### src/rtl/inv_fwd_pkg.sv
package inv_fwd_pkg;
  typedef enum logic [2:0] {
    ST_IDLE    = 3'd0,
    ST_HELD    = 3'd1,
    ST_SENT    = 3'd2,
    ST_ACK     = 3'd3,
    ST_ERR     = 3'd4,
    ST_CANCEL  = 3'd5
  } fwd_state_t;
endpackage

### src/rtl/line_match.sv
module line_match #(
  parameter int ADDR_W   = 16,
  parameter int LINE_OFF = 4
) (
  input  logic [ADDR_W-1:0] addr_a,
  input  logic [ADDR_W-1:0] addr_b,
  output logic              same_line
);
  localparam logic [ADDR_W-1:0] LINE_MASK = ~((ADDR_W'(1) << LINE_OFF) - ADDR_W'(1));

  always_comb begin
    same_line = (((addr_a ^ addr_b) & LINE_MASK) == '0);
  end
endmodule

### src/rtl/inv_relay.sv
module inv_relay #(
  parameter int ADDR_W = 16
) (
  input  logic              clk,
  input  logic              rst,
  input  logic              in_valid,
  input  logic [ADDR_W-1:0] in_addr,
  input  logic              in_cancel,
  output logic              out_valid,
  output logic [ADDR_W-1:0] out_addr,
  output logic              out_cancel
);
  always_ff @(posedge clk) begin
    if (rst) begin
      out_valid  <= 1'b0;
      out_addr   <= '0;
      out_cancel <= 1'b0;
    end else begin
      out_valid  <= in_valid;
      out_addr   <= in_valid ? in_addr : out_addr;
      out_cancel <= in_valid & in_cancel;
    end
  end


  relay_follow_chk: assert property (@(posedge clk) disable iff (rst)
    in_valid |=> out_valid);

  relay_addr_chk: assert property (@(posedge clk) disable iff (rst)
    in_valid |=> (out_addr == $past(in_addr)));
endmodule

### src/rtl/inv_fwd_fsm.sv
module inv_fwd_fsm
  import inv_fwd_pkg::*;
#(
  parameter int ADDR_W = 16
) (
  input  logic              clk,
  input  logic              rst,
  input  logic              req_valid,
  input  logic [ADDR_W-1:0] req_addr,
  input  logic              grant,
  input  logic              done,
  input  logic              fail,
  input  logic              inv_valid,
  input  logic              inv_same_line,
  output logic              race,
  output logic              busy,
  output logic              fwd_valid,
  output logic [ADDR_W-1:0] held_addr,
  output logic              ack_n,
  output logic              err_n,
  output logic              cancel
);
  fwd_state_t state, state_nx;

  always_comb begin
    race = (state == ST_HELD) && inv_valid && inv_same_line;
  end

  always_comb begin
    state_nx = state;
    unique case (state)
      ST_IDLE:   if (req_valid) state_nx = ST_HELD;
      ST_HELD:   if (race) state_nx = ST_CANCEL;
                 else if (grant) state_nx = ST_SENT;
      ST_SENT:   if (done) state_nx = fail ? ST_ERR : ST_ACK;
      ST_ACK, ST_ERR, ST_CANCEL: state_nx = ST_IDLE;
      default:   state_nx = ST_IDLE;
    endcase
  end

  always_ff @(posedge clk) begin
    if (rst) begin
      state     <= ST_IDLE;
      held_addr <= '0;
    end else begin
      state <= state_nx;
      if (state == ST_IDLE && req_valid) held_addr <= req_addr;
    end
  end

  always_comb begin
    busy      = (state != ST_IDLE);
    fwd_valid = (state == ST_HELD);
    ack_n     = (state != ST_ACK);
    err_n     = (state != ST_ERR);
    cancel    = (state == ST_CANCEL);
  end


  one_completion_chk: assert property (@(posedge clk) disable iff (rst)
    $onehot0({~ack_n, ~err_n, cancel}));

  race_cancels_chk: assert property (@(posedge clk) disable iff (rst)
    race |=> (cancel && !fwd_valid));

  ack_pulse_chk: assert property (@(posedge clk) disable iff (rst)
    !ack_n |=> (ack_n && !busy));

  err_after_fail_chk: assert property (@(posedge clk) disable iff (rst)
    (state == ST_SENT && done && fail) |=> !err_n);

  held_stable_chk: assert property (@(posedge clk) disable iff (rst)
    (busy && $past(busy)) |-> $stable(held_addr));
endmodule

### src/rtl/inv_forwarder.sv
module inv_forwarder #(
  parameter int ADDR_W   = 16,
  parameter int LINE_OFF = 4
) (
  input  logic              clk,
  input  logic              rst,
  input  logic              proc_req_valid,
  input  logic [ADDR_W-1:0] proc_req_addr,
  output logic              busy,
  output logic              fwd_valid,
  output logic [ADDR_W-1:0] fwd_addr,
  input  logic              fwd_grant,
  input  logic              sys_done,
  input  logic              sys_fail,
  input  logic              sys_inv_valid,
  input  logic [ADDR_W-1:0] sys_inv_addr,
  output logic              ext_inv_valid,
  output logic [ADDR_W-1:0] ext_inv_addr,
  output logic              ext_inv_cancel,
  output logic              cmpl_ack_n,
  output logic              cmpl_err_n
);
  logic same_line;
  logic race;
  logic cancel_pulse;

  line_match #(.ADDR_W(ADDR_W), .LINE_OFF(LINE_OFF)) u_match (
    .addr_a    (fwd_addr),
    .addr_b    (sys_inv_addr),
    .same_line (same_line)
  );

  inv_fwd_fsm #(.ADDR_W(ADDR_W)) u_fsm (
    .clk           (clk),
    .rst           (rst),
    .req_valid     (proc_req_valid),
    .req_addr      (proc_req_addr),
    .grant         (fwd_grant),
    .done          (sys_done),
    .fail          (sys_fail),
    .inv_valid     (sys_inv_valid),
    .inv_same_line (same_line),
    .race          (race),
    .busy          (busy),
    .fwd_valid     (fwd_valid),
    .held_addr     (fwd_addr),
    .ack_n         (cmpl_ack_n),
    .err_n         (cmpl_err_n),
    .cancel        (cancel_pulse)
  );

  inv_relay #(.ADDR_W(ADDR_W)) u_relay (
    .clk        (clk),
    .rst        (rst),
    .in_valid   (sys_inv_valid),
    .in_addr    (sys_inv_addr),
    .in_cancel  (race),
    .out_valid  (ext_inv_valid),
    .out_addr   (ext_inv_addr),
    .out_cancel (ext_inv_cancel)
  );


  cancel_rides_relay_chk: assert property (@(posedge clk) disable iff (rst)
    ext_inv_cancel |-> (ext_inv_valid && cancel_pulse));

  no_cancel_after_grant_chk: assert property (@(posedge clk) disable iff (rst)
    (busy && !fwd_valid && cmpl_ack_n && cmpl_err_n && !cancel_pulse) |-> !ext_inv_cancel);
endmodule

### config.mk
export PLATFORM = sky130hd
export DESIGN_NAME = inv_forwarder
export DESIGN_NICKNAME = d
export VERILOG_FILES = /design/src/rtl/inv_fwd_pkg.sv /design/src/rtl/line_match.sv /design/src/rtl/inv_relay.sv /design/src/rtl/inv_fwd_fsm.sv /design/src/rtl/inv_forwarder.sv
export SDC_FILE = /design/constraint.sdc
export NUM_CORES = 1
export LEC_CHECK = 0
export ABC_AREA = 1
export BUFFER_PORTS_ARGS = -buffer_cell sky130_fd_sc_hd__buf_2
export CORE_ASPECT_RATIO = 1.75
export CORE_MARGIN = 4
export CORE_UTILIZATION = 48
export CTS_BUF_LIST = sky130_fd_sc_hd__clkbuf_4 sky130_fd_sc_hd__clkbuf_8
export DETAILED_ROUTE_END_ITERATION = 10
export PLACE_DENSITY = 0.83
export SLEW_MARGIN = 30
export SYNTH_ARGS = -nofsm -noshare
export SYNTH_HDL_FRONTEND = slang
export SYNTH_SLANG_ARGS = --single-unit
export TNS_END_PERCENT = 10
### constraint.sdc
create_clock -name clk -period 1.7 [get_ports clk]
set_clock_uncertainty 0.05 [all_clocks]
set_input_delay 0.34 -clock clk [delete_from_list [all_inputs] [get_ports clk]]
set_output_delay 0.34 -clock clk [all_outputs]
set_load 0.02 [all_outputs]
Word-level counts from Yosys, hierarchy flattened
Index checks and enable logic that the tools add are counted.
{"block": "totals", "register_bits": 37, "inputBits": 39, "out_inout_bits": 38, "elab_cells": 27}
{"block": "classes", "eq_ne": 7, "muxes": 6, "bitwise": 2, "reduce_logical": 7}
{"operator": "logical NOT 16 bit", "count": 1}
{"operator": "XOR 16 bit", "count": 1}
{"operator": "2-to-1 mux 3 bit", "count": 5}
{"operator": "case mux 3 bit (3 select lines)", "count": 1}
{"operator": "!= test 2 bit, second input constant", "count": 2}
{"operator": "== test 3 x 1 -> 1 bit, second input constant", "count": 1}
{"operator": "== test 3 x 2 -> 1 bit, second input constant", "count": 1}
{"operator": "logical AND 1 bit", "count": 3}
{"operator": "logical NOT 3 bit", "count": 1}
{"operator": "!= test 3 x 1 -> 1 bit, second input constant", "count": 1}
{"operator": "!= test 3 x 2 -> 1 bit, second input constant", "count": 1}
{"operator": "!= test 3 bit, second input constant", "count": 1}
{"operator": "AND reduction 3 bit", "count": 1}
{"operator": "nonzero test 3 bit", "count": 1}
{"operator": "AND 1 bit", "count": 1}

Longest topological paths before layout
{"block": "depth", "word_depth": 5, "depth_mapped": 12, "ltp_nobuf": 12}

Modules after synthesis
Synthesis repeated with hierarchy kept, for this count alone.
{"block": "unflattened", "hier_cells": 258, "hier_area_um2": 1790.5}
{"mod": "inv_fwd_fsm", "n_inst": 1, "cells_each": 109, "area_each_um2": 864.6, "seq_area_each_um2": 380.4}
{"mod": "inv_relay", "n_inst": 1, "cells_each": 108, "area_each_um2": 732.0, "seq_area_each_um2": 360.3}
{"mod": "line_match", "n_inst": 1, "cells_each": 41, "area_each_um2": 193.9, "seq_area_each_um2": 0.0}

Worst setup path after synthesis
OpenSTA, ideal clock, no wires.
{"block": "synth_path", "path_kind": "register to register", "from": "register u_fsm.held_addr[8]", "to": "register u_fsm.state[0]", "setup_ns": 0.113, "arrival_time_ns": 1.240, "required_time_ns": 1.537, "path_slack_ns": 0.297, "path_stages_with_launch": 12, "path_buffers": 0, "period_less_slack_ns": 1.403, "path_cell_list": "dfxtp_1 > inv_1 > nand2_1 > nand2_1 > nor2_1 > nand2_1 > nor2_4 > nand2_2 > nand3_2 > nand2_4 > o21ai_1 > inv_1"}
{"block": "synth_between", "elab_chain_cells": 5, "word_cells_on_any_way": 7, "cone_classes": "eq/ne (1); mux (2); bitwise (1); reduce/logical (3)"}
{"item": "start, declared", "line_no": "inv_fwd_fsm.sv:18", "text": "output logic [ADDR_W-1:0] held_addr,"}
{"item": "start signal, assigned", "line_no": "inv_fwd_fsm.sv:47", "text": "if (state == ST_IDLE && req_valid) held_addr <= req_addr;"}
{"item": "XOR 16 bit (*)", "line_no": "line_match.sv:12", "text": "same_line = (((addr_a ^ addr_b) & LINE_MASK) == '0);"}
{"item": "logical NOT 16 bit (*)", "line_no": "line_match.sv:12"}
{"item": "logical AND 1 bit (*)", "line_no": "inv_fwd_fsm.sv:26", "text": "race = (state == ST_HELD) && inv_valid && inv_same_line;"}
{"item": "!= test 3 x 1 -> 1 bit (no source line) or 2-to-1 mux 3 bit (tied branches)"}
{"item": "AND reduction 3 bit (no source line) or case mux 3 bit (3 select lines) (tied branches)"}
{"item": "end signal, assigned", "line_no": "inv_fwd_fsm.sv:46", "text": "state <= state_nx;"}
{"item": "end, declared", "line_no": "inv_fwd_fsm.sv:23", "text": "fwd_state_t state, state_nx;"}
Mark *: on every way between the ends. The rest lies on a longest branch, timed or not.
A chain may end at the register's enable or synchronous reset.

Final worst setup path
{"block": "layout_path", "from": "register u_fsm.state[0]", "to": "output port busy"}
{"block": "layout_between", "elab_chain_cells": 1}
{"item": "nonzero test 3 bit", "line_no": "inv_fwd_fsm.sv:52", "text": "busy = (state != ST_IDLE);"}
{"item": "end, declared", "line_no": "inv_forwarder.sv:9", "text": "output logic busy,"}
Every way passes these cells.

==> results.cfg <==
[global_route]
grt_pass1_vias = 1580
antenna_found_initial = 0
grt_max_degree = 33
met2_usage_pct = 35.5
gr-usage-met1_pct = 22.3
globalRouteOverflowTotal = 0
top_usage_layer = met2
grt_pass1_wl_um = 6810
grt_use_met3_pct = 3.34
grt_usage_pct = 20.2

[sta]
setup_tns_ps = 0
slew_headroom_pct = 81.4
final_max_slew_viol_count = 0
max_freq_mhz = 633
fin_crit_sh_pct = 92.9
min_period_ps = 1580
final-hold-violation-count = 0
tightestPinTransition_ps = 280
whs_ps = 225
rsz0062_at_grt = false
setup_viol = 0

[setup_path]
worstSetupPathType = reg -> out
cp.required_ps = 1310
ff2ff_setup_slack_ps = 330
rr_endpoint = u_fsm.state[1]
reg2reg_from = u_fsm.state[0]
path_max_fanout = 4
worstSetupStartpointType = flip-flop
endpoint_kind = primary output
reg2regPathDepth = 8
arrival_ps = 1190

[yosys]
synth_fp_nets = 275
synth_area_leaders = dfxtp_1, nand2_1, o21ai_0
ys_types = 21
synth_common_cells = nand2_1, dfxtp_1, inv_1
synth_edf_count = 0
yosys.area.top_type_share_pct = 45.3
synth_area_leader_cell = dfxtp_1
ys_seq_area_share_pct = 45.3
synth-seq-cells = 37
synthesis.area_sq_um = 1640
avgSynthCellArea_sq_um = 6.93
async_flop_share_pct = 0
synthCells = 236
synth.most_common_cell = nand2_1
ys_warn_count = 0
synthFlopType = dfxtp_1

[cts]
cts_resized = 0
h-tree-depth = 2
cts_made_buffers = 5
clock-sinks = 37
post-cts-setup-buffer-count = 0
cts_tree = built
clkTransAtPathRegs_ps = 70
max-clock-path-buffers = 2
clk_latency_ps = 280
cts.root.buffer_cell = clkbuf_8
cts_hold_buf = 0

[pwr]
cellPowerDensity_nw_per_um2 = 1360
p_leak_uw = 0.00114
ir_worst_vdd_uv = 793

[floorplan]
core_sq_um = 3210
die_y_um = 85.2
dieWidth_um = 52.1
die-area_sq_um = 4440
start_util_pct = 51.0
rows = 27
pin_count = 77

[route]
first_iter_violations = 33
firstDrtPassIters = 4
routed_via_density = 4.86
wirelength_um = 4230
post_drt_wl_per_cell_um = 11.9
drtAntennaViolNets = 0
num_vias = 1731
drc = 0

[place]
portBuffers = 76
place_congestion = 0.824
dpl.hpwl_um = 3370

[cells_and_area]
fin_nets = 352
n_fill_cell = 311
diodes = 0
drive_gt1_share_pct = 30.4
syn_to_final_growth_pct = 32.0

[worst_hold_path]
hold_class = in -> reg
min_from = sys_inv_addr[0]
min_path_cells = 3
min_to = u_relay.out_addr[0]

[run]
maxCapViolCount = 0

[status]
status = finished clean
## where the power goes
group          total (uW)  switching [uW]  leakage, uW  internal, uW
clock                 616             279    0.0000477           337
sequential           1150             117     0.000307          1040
combinational        1170             778     0.000782           394
## through the flow
stage          setup slack [ps]  util, %  total power [uW]  instances  instance area, sq um
2_1_floorplan               297        -              1980        236                  1640
3_3_place_gp                292     64.5              2330        349                  2070
3_5_place_dp                257     64.5              2350        349                  2070
4_1_cts                     125     67.3              2980        356                  2160
5_1_grt                    18.3     67.3              3180        356                  2160
6_report                    120     67.3              2940        356                  2160
## kinds of logic (layout without fill, tap and decap cells)
logic type,count (synthesis),in the layout,synth area share (%)
compound gates,61,61,18.7
buf+inv,46,123,10.6
flops,37,37,45.3
simple gates,92,92,25.5
## worst max-delay path by stage
stage | from | end
global route | u_fsm.state[0] | busy
global placement | sys_inv_addr[5] | u_fsm.state[1]
finish | u_fsm.state[0] | busy
CTS | u_fsm.state[0] | busy
detailed placement | sys_inv_addr[8] | u_fsm.state[0]
floorplan | u_fsm.held_addr[8] | u_fsm.state[0]
## registers in the layout (all words and copies together), names as in the netlist
register	cells
u_fsm.held_addr	16
u_fsm.state	3
u_relay.out_addr	16
u_relay.out_cancel	1
u_relay.out_valid	1
## layout make-up
cell class	count	area, sq um	area share [%]
Tap cell	43	53.8	2.49
Timing Repair Buffer	79	415	19.2
Inverter	37	139	6.43
Clock buffer	7	90.1	4.17
Multi-Input combinational cell	153	722	33.4
Sequential cell	37	741	34.3
## layer usage
layer	vias to the layer above	part of all wire [%]
met5	-	0
met4	0	2.6
met3	8	6.1
met2	61	54
met1	757	37
li1	905	-
## cell usage in the layout (no fill, tap or decap), types with 6 or more instances in the layout
master	instances
buf_2	76
nand2_1	43
dfxtp_1	37
inv_1	35
o21ai_0	32
a21oi_1	27
nor2_1	26
nand3_1	7
nand4_1	6
clkbuf_8	6
## worst max-delay path, stage by stage (launching register included)
cell and delay, ps:
dfxtp_1 340, nor2_1 230, nand2_1 150, buf_2 190
Power figures use the tool's default switching activity.
